## src/rtl/audio_ser_pkg.sv

```systemverilog
package audio_ser_pkg;

    localparam int MAXW  = 24;
    localparam int SLOTS = 32;

    typedef enum logic [1:0] {
        FMT_I2S     = 2'd0,
        FMT_LEFT    = 2'd1,
        FMT_RIGHT   = 2'd2,
        FMT_I2S_ALT = 2'd3
    } fmt_e;

    typedef struct packed {
        fmt_e       fmt;
        logic [1:0] wsel;
    } frame_cfg_t;

    function automatic logic [5:0] word_len(input logic [1:0] wsel);
        case (wsel)
            2'd0:    return 6'd16;
            2'd1:    return 6'd20;
            default: return 6'd24;
        endcase
    endfunction

    // Bit driven in one slot of a half frame for a given framing and width.
    function automatic logic slot_bit(input fmt_e fmt, input logic [1:0] wsel,
                                      input logic [4:0] slot,
                                      input logic [MAXW-1:0] smp);
        logic [5:0] w;
        logic [5:0] off;
        logic [5:0] pos;
        logic [5:0] k;
        logic [5:0] idx;
        w = word_len(wsel);
        case (fmt)
            FMT_LEFT:  off = 6'd0;
            FMT_RIGHT: off = 6'(SLOTS) - w;
            default:   off = 6'd1;
        endcase
        pos = {1'b0, slot};
        k   = pos - off;
        idx = w - 6'd1 - k;
        if (pos < off || k >= w) return 1'b0;
        return smp[idx[4:0]];
    endfunction

endpackage

```

## src/rtl/ser_clkgen.sv

```systemverilog
module ser_clkgen #(
    parameter int DIVW = 8
) (
    input  logic            clk,
    input  logic            rst,
    input  logic [DIVW-1:0] divh,
    output logic            bclk,
    output logic            fall_evt
);
    logic [DIVW-1:0] cnt_q;
    logic [DIVW-1:0] lim;
    logic            bclk_q;
    logic            tick;

    assign lim      = (divh == '0) ? DIVW'(1) : divh;
    assign tick     = (cnt_q == lim - DIVW'(1));
    assign fall_evt = tick & bclk_q;
    assign bclk     = bclk_q;

    always_ff @(posedge clk) begin
        if (rst) begin
            cnt_q  <= '0;
            bclk_q <= 1'b0;
        end else if (tick) begin
            cnt_q  <= '0;
            bclk_q <= ~bclk_q;
        end else begin
            cnt_q  <= cnt_q + DIVW'(1);
        end
    end

    // the phase counter never passes the half-period limit
    p_cnt_bound_r2: assert property (@(posedge clk) disable iff (rst)
        cnt_q < lim);

    // the clock only toggles when the counter has expired
    p_toggle_tick_r2: assert property (@(posedge clk) disable iff (rst)
        !tick |=> $stable(bclk_q));

endmodule

```

## src/rtl/ser_frame.sv

```systemverilog
module ser_frame
    import audio_ser_pkg::*;
#(
    parameter int NCH  = 8,
    parameter int DIVW = 8
) (
    input  logic                clk,
    input  logic                rst,
    input  logic                fall_evt,
    input  logic [1:0]          fmt_in,
    input  logic [1:0]          wsel_in,
    input  logic [DIVW-1:0]     divh_in,
    input  logic [NCH*MAXW-1:0] smp_data,
    input  logic                smp_valid,
    output logic                smp_ready,
    output logic [DIVW-1:0]     divh_cur,
    output frame_cfg_t          cfg_nxt,
    output logic [NCH*MAXW-1:0] data_nxt,
    output logic [5:0]          pos_nxt,
    output logic                lrclk
);
    localparam logic [5:0] LAST_SLOT = 6'(2 * SLOTS - 1);

    frame_cfg_t          cfg_q;
    logic [DIVW-1:0]     divh_q;
    logic [DIVW-1:0]     divh_nxt;
    logic [NCH*MAXW-1:0] data_q;
    logic [5:0]          pos_q;
    logic                lr_q;
    logic                wrap;
    logic                accept;

    assign wrap      = fall_evt && (pos_q == LAST_SLOT);
    assign accept    = wrap && smp_valid;
    assign smp_ready = wrap;
    assign divh_cur  = divh_q;
    assign lrclk     = lr_q;
    assign pos_nxt   = pos_q + 6'd1;

    always_comb begin
        cfg_nxt  = cfg_q;
        divh_nxt = divh_q;
        if (wrap) begin
            cfg_nxt  = '{fmt: fmt_e'(fmt_in), wsel: wsel_in};
            divh_nxt = divh_in;
        end
        data_nxt = accept ? smp_data : data_q;
    end

    always_ff @(posedge clk) begin
        if (rst) begin
            pos_q  <= LAST_SLOT;
            lr_q   <= 1'b1;
            cfg_q  <= '{fmt: fmt_e'(fmt_in), wsel: wsel_in};
            divh_q <= divh_in;
            data_q <= '0;
        end else if (fall_evt) begin
            pos_q  <= pos_nxt;
            lr_q   <= pos_nxt[5];
            cfg_q  <= cfg_nxt;
            divh_q <= divh_nxt;
            data_q <= data_nxt;
        end
    end

    // the word clock flips only at the first slot of a half
    p_lr_slot_r3: assert property (@(posedge clk) disable iff (rst)
        !$stable(lr_q) |-> (pos_q == 6'd0 || pos_q == 6'd32));

    // configuration holds between frame boundaries
    p_cfg_frame_r10: assert property (@(posedge clk) disable iff (rst)
        !wrap |=> ($stable(cfg_q) && $stable(divh_q)));

    // a boundary without valid samples keeps the previous set
    p_repeat_r9: assert property (@(posedge clk) disable iff (rst)
        (wrap && !smp_valid) |=> $stable(data_q));

endmodule

```

## src/rtl/ser_lane.sv

```systemverilog
module ser_lane
    import audio_ser_pkg::*;
(
    input  logic            clk,
    input  logic            rst,
    input  logic            fall_evt,
    input  frame_cfg_t      cfg_nxt,
    input  logic [5:0]      pos_nxt,
    input  logic [MAXW-1:0] left_smp,
    input  logic [MAXW-1:0] right_smp,
    output logic            sd
);
    logic            sd_q;
    logic [MAXW-1:0] cur_smp;

    assign cur_smp = pos_nxt[5] ? right_smp : left_smp;
    assign sd      = sd_q;

    always_ff @(posedge clk) begin
        if (rst)
            sd_q <= 1'b0;
        else if (fall_evt)
            sd_q <= slot_bit(cfg_nxt.fmt, cfg_nxt.wsel, pos_nxt[4:0], cur_smp);
    end

    // a data line moves only on a falling bit-clock event
    p_sd_fall_r8: assert property (@(posedge clk) disable iff (rst)
        !$stable(sd_q) |-> $past(fall_evt));

endmodule

```

## src/rtl/audio_ser_top.sv

```systemverilog
module audio_ser_top
    import audio_ser_pkg::*;
#(
    parameter int NLINE = 4,
    parameter int DIVW  = 8
) (
    input  logic                    clk,
    input  logic                    rst,
    input  logic [1:0]              fmt_sel,
    input  logic [1:0]              width_sel,
    input  logic [DIVW-1:0]         bclk_div,
    input  logic [2*NLINE*MAXW-1:0] smp_data,
    input  logic                    smp_valid,
    output logic                    smp_ready,
    output logic                    bclk,
    output logic                    lrclk,
    output logic [NLINE-1:0]        sdata
);
    localparam int NCH = 2 * NLINE;

    logic                fall_evt;
    logic [DIVW-1:0]     divh_cur;
    frame_cfg_t          cfg_nxt;
    logic [NCH*MAXW-1:0] data_nxt;
    logic [5:0]          pos_nxt;

    ser_clkgen #(.DIVW(DIVW)) u_clk (
        .clk      (clk),
        .rst      (rst),
        .divh     (divh_cur),
        .bclk     (bclk),
        .fall_evt (fall_evt)
    );

    ser_frame #(.NCH(NCH), .DIVW(DIVW)) u_frame (
        .clk       (clk),
        .rst       (rst),
        .fall_evt  (fall_evt),
        .fmt_in    (fmt_sel),
        .wsel_in   (width_sel),
        .divh_in   (bclk_div),
        .smp_data  (smp_data),
        .smp_valid (smp_valid),
        .smp_ready (smp_ready),
        .divh_cur  (divh_cur),
        .cfg_nxt   (cfg_nxt),
        .data_nxt  (data_nxt),
        .pos_nxt   (pos_nxt),
        .lrclk     (lrclk)
    );

    for (genvar p = 0; p < NLINE; p++) begin : g_lane
        ser_lane u_lane (
            .clk       (clk),
            .rst       (rst),
            .fall_evt  (fall_evt),
            .cfg_nxt   (cfg_nxt),
            .pos_nxt   (pos_nxt),
            .left_smp  (data_nxt[(2*p)*MAXW +: MAXW]),
            .right_smp (data_nxt[(2*p+1)*MAXW +: MAXW]),
            .sd        (sdata[p])
        );
    end

    // word clock moves together with a falling bit clock
    p_lr_fall_r8: assert property (@(posedge clk) disable iff (rst)
        !$stable(lrclk) |-> $fell(bclk));

    // the ready pulse precedes the falling edge that opens a left half
    p_ready_start_r9: assert property (@(posedge clk) disable iff (rst)
        smp_ready |=> ($fell(bclk) && !lrclk));

    // ready is a single-cycle pulse
    p_ready_pulse_r9: assert property (@(posedge clk) disable iff (rst)
        smp_ready |=> !smp_ready);

endmodule

```

## config.mk

```make
export PLATFORM = sky130hd
export DESIGN_NAME = audio_ser_top
export DESIGN_NICKNAME = d
export VERILOG_FILES = /design/src/rtl/audio_ser_pkg.sv /design/src/rtl/ser_clkgen.sv /design/src/rtl/ser_frame.sv /design/src/rtl/ser_lane.sv /design/src/rtl/audio_ser_top.sv
export SDC_FILE = /design/constraint.sdc
export NUM_CORES = 1
export LEC_CHECK = 0
export BUFFER_PORTS_ARGS = -buffer_cell sky130_fd_sc_hd__buf_2
export CELL_PAD_IN_SITES_DETAIL_PLACEMENT = 0
export CELL_PAD_IN_SITES_GLOBAL_PLACEMENT = 1
export CORE_MARGIN = 2
export CORE_UTILIZATION = 46
export DETAILED_ROUTE_END_ITERATION = 10
export PLACE_DENSITY = 0.84
export REMOVE_ABC_BUFFERS = 1
export SLEW_MARGIN = 20
export SYNTH_ARGS = -nofsm -noshare
export SYNTH_HDL_FRONTEND = slang
export SYNTH_HIERARCHICAL = 1
export SYNTH_SLANG_ARGS = --single-unit
```

## constraint.sdc

```tcl
create_clock -name clk -period 9 [get_ports clk]
set_clock_uncertainty 0.05 [all_clocks]
set_input_delay 1.35 -clock clk [delete_from_list [all_inputs] [get_ports clk]]
set_output_delay 1.35 -clock clk [all_outputs]
set_load 0.02 [all_outputs]
```

==> flow_summary.json <==
{
  "slew_headroom_pct": 34.68,
  "min_path_cells": 2,
  "gp_congestion": 0.8066,
  "worst_pin_slew_ns": 0.9798,
  "cts_resized": 0,
  "max_stage_delay_ns": 0.64,
  "area_growth_pct": 13.11,
  "reg2reg_to": "g_lane[3].u_lane/sd",
  "fin_ws_ns": 2.525,
  "start_kind": "flip-flop",
  "initial_core_util_pct": 46.50,
  "drcViolationCount": 0,
  "fmax_ghz": 0.1544,
  "boundaryPins": 214,
  "hold-worst-slack_ns": 0.4162,
  "drive_above_1_share_pct": 20.84,
  "drtAntennaViolNets": 0,
  "final-hold-violation-count": 0,
  "cts_tree": "built",
  "h-tree-depth": 1,
  "final_common_cell": "nand2b_1",
  "min_period_ns": 6.475,
  "syn_avg_cell_area_um2": 10.22,
  "fp-row-count": 67,
  "die_area_um2": 35300,
  "viasPerCell": 5.162,
  "num_vias": 11050,
  "ir_drop_mv": 0.1306,
  "worst_ep_required_time_ns": 9.36,
  "die_y_um": 187.9,
  "cp.arrival_ns": 6.83,
  "min_from": "u_frame/data_q[86]",
  "r2r_start": "u_frame/divh_cur[5]",
  "hold_class": "reg -> reg",
  "yosysUniqueCellTypes": 58,
  "grt_max_degree": 157,
  "post-route-period-util_pct": 71.94,
  "die_width_um": 187.9,
  "drv_slew": 0,
  "reg2reg_slack_ns": 2.53,
  "path_class": "reg -> reg",
  "port_buffers": 213,
  "clock_latency_ns": 0.54,
  "cts_root_buf": "clkbuf_16",
  "leakage_uw": 0.007123,
  "syn-cell-area_um2": 15550,
  "tns_ns": 0,
  "postCtsSetupRepairBufs": 0,
  "yosys_register_bits": 223,
  "final_cell_mix": "402 x nand2b_1, 236 x mux2i_1, 212 x buf_2, 211 x dfxtp_1, 168 x mux2_1",
  "cts_buffers": 27,
  "worstHoldEndpoint": "u_frame/data_q[86]",
  "power_density_nw_per_um2": 141.0,
  "syn_inst": 1522,
  "grt_pass1_vias": 11190,
  "setup_viol": 0,
  "cts_hold_buf": 0,
  "cp_slowest_cell": "and3_1",
  "status": "completed",
  "synth_edf_count": 12,
  "synth_warnings": 6,
  "crit_path_end_kind": "flip-flop",
  "multiInputGateArea_um2": 10220,
  "overflow": 0,
  "nets": 1914,
  "drtPass1Iterations": 4,
  "seqCellArea_um2": 4584,
  "wl_per_cell_um": 15.75,
  "path_cells": "nor3_1, a31oi_1, ha_1, nand2b_1, nor4_1, xnor2_1, o2111a_2, and3_1, nand3_1, nor2_1, mux2_2, ha_1, nor2b_1, nand2_1, ha_1, xor2_1, ha_1, fa_1, a211oi_1, nand3_1, o22a_1, a2111oi_1",
  "grt_setup_unrepaired": "false",
  "core_um2": 33450,
  "crit_top_cell": "ha_1",
  "path_clk_slew_ns": 0.06,
  "clkSinkCount": 223,
  "drv_cap": 0,
  "synth_seq_area_share_pct": 29.48,
  "cp_max_fo": 19,
  "drt_iter0_drc": 478,
  "clockBufferDepth": 3,
  "async_flop_share_pct": 0,
  "reg2regPathDepth": 22,
  "place_ws_ns": 2.551,
  "ys.flop_type": "dfxtp_1",
  "fillers": 2971,
  "grt_pass1_wl_um": 55430,
  "antenna_found_initial": 9,
  "wl_um": 33700,
  "grt_usage_pct": 18.75,
  "dp_hpwl_um": 23330
}
-- worst max-delay path by stage --
stage,start,endpoint,slack [ns],cells after the start
final,u_frame/divh_cur[5],g_lane[3].u_lane/sd,2.53,22
after global routing,u_frame/divh_cur[5],g_lane[3].u_lane/sd,2.03,23
after CTS,u_frame/divh_cur[5],g_lane[3].u_lane/sd,2.54,22
after detailed placement,u_frame/divh_cur[5],g_lane[3].u_lane/sd,2.55,22
after global placement,u_frame/divh_cur[5],g_lane[3].u_lane/sd,2.74,22
after floorplan,u_frame/divh_cur[5],g_lane[3].u_lane/sd,-14.49,16
-- Yosys cell counts (14+ instances only) --
cell        n  area, µm²
buf_4      40      300.3
clkbuf_1   50      187.7
dfxtp_1   211       4224
ha_1       39      488.0
inv_1      33      123.9
mux2_1    168       1892
mux2_2     36      405.4
mux2i_1   236       2362
mux4_2     22      495.5
nand2_1    17      63.81
nand2b_1  402       2515
nand3_1    26      130.1
nor2_1     20      75.07
nor2b_1    25      156.4
o21ai_0    17      85.08
xnor2_1    14      122.6
xor2_1     20      175.2
-- where the power goes --
group          switching (µW)  total, µW  internal, µW  leakage [µW]
Combinational             175        351           176       0.00485
Clock                     436       1120           685      0.000452
Sequential               6.32       1010          1000       0.00182
-- kinds of logic after synthesis --
family                     count (synthesis)  synth area share [%]
muxes                                    472                 34.84
buffers and inverters                    142                 4.867
AOI/OAI and AO/OA                         86                 4.505
adders and majority gates                 43                 3.652
and+or+nand+nor                          518                 20.15
DFF                                      223                 29.48
xor gates and xnor gates                  38                 2.510
-- layout make-up --
type,instances,area share (%)
Timing Repair Buffer,222,6.622
Tap cell,448,3.186
Multi-Input combinational cell,1157,58.12
Inverter,33,0.7041
Antenna cell,8,0.1138
Sequential cell,223,26.06
Clock inverter,11,0.7752
Clock buffer,38,4.417
-- layer usage --
metal | track usage (%) | vias to the layer above | wire length (µm)
li1 | - | 5583 | -
met1 | 24.81 | 5238 | 15800
met2 | 31.88 | 178 | 15860
met3 | 3.069 | 43 | 1436
met4 | 4.694 | 4 | 577
met5 | 0 | - | 24
-- stage by stage --
step,instances,area [µm²],power [µW],utilization [%]
CTS,2132,17570,2517,52.53
floorplan,1413,14920,1258,-
finish,2140,17590,2480,52.59
global route,2137,17580,2596,52.57
detailed placement,2083,16660,1383,49.80
global placement,2083,16660,1372,49.80
-- sequential cells by signal (all words and copies together), names as in the netlist --
signal and count:
u_frame/pos_q 6, u_frame/data_q 192, u_frame/cfg_q 4, u_clk/cnt_q 8
g_lane.u_lane/sd 4, u_frame/divh_cur 8, u_clk/bclk 1
-- worst max-delay path: cells and delay by family (launching register included) --
| family | cells | cell delay [ns] |
|---|---|---|
| simple gates | 9 | 2.08 |
| flops | 1 | 0.45 |
| mux | 1 | 0.43 |
| compound gates | 5 | 1.30 |
| fa+ha+maj | 5 | 1.67 |
| xor+xnor | 2 | 0.36 |
Power figures use the tool's default switching activity.
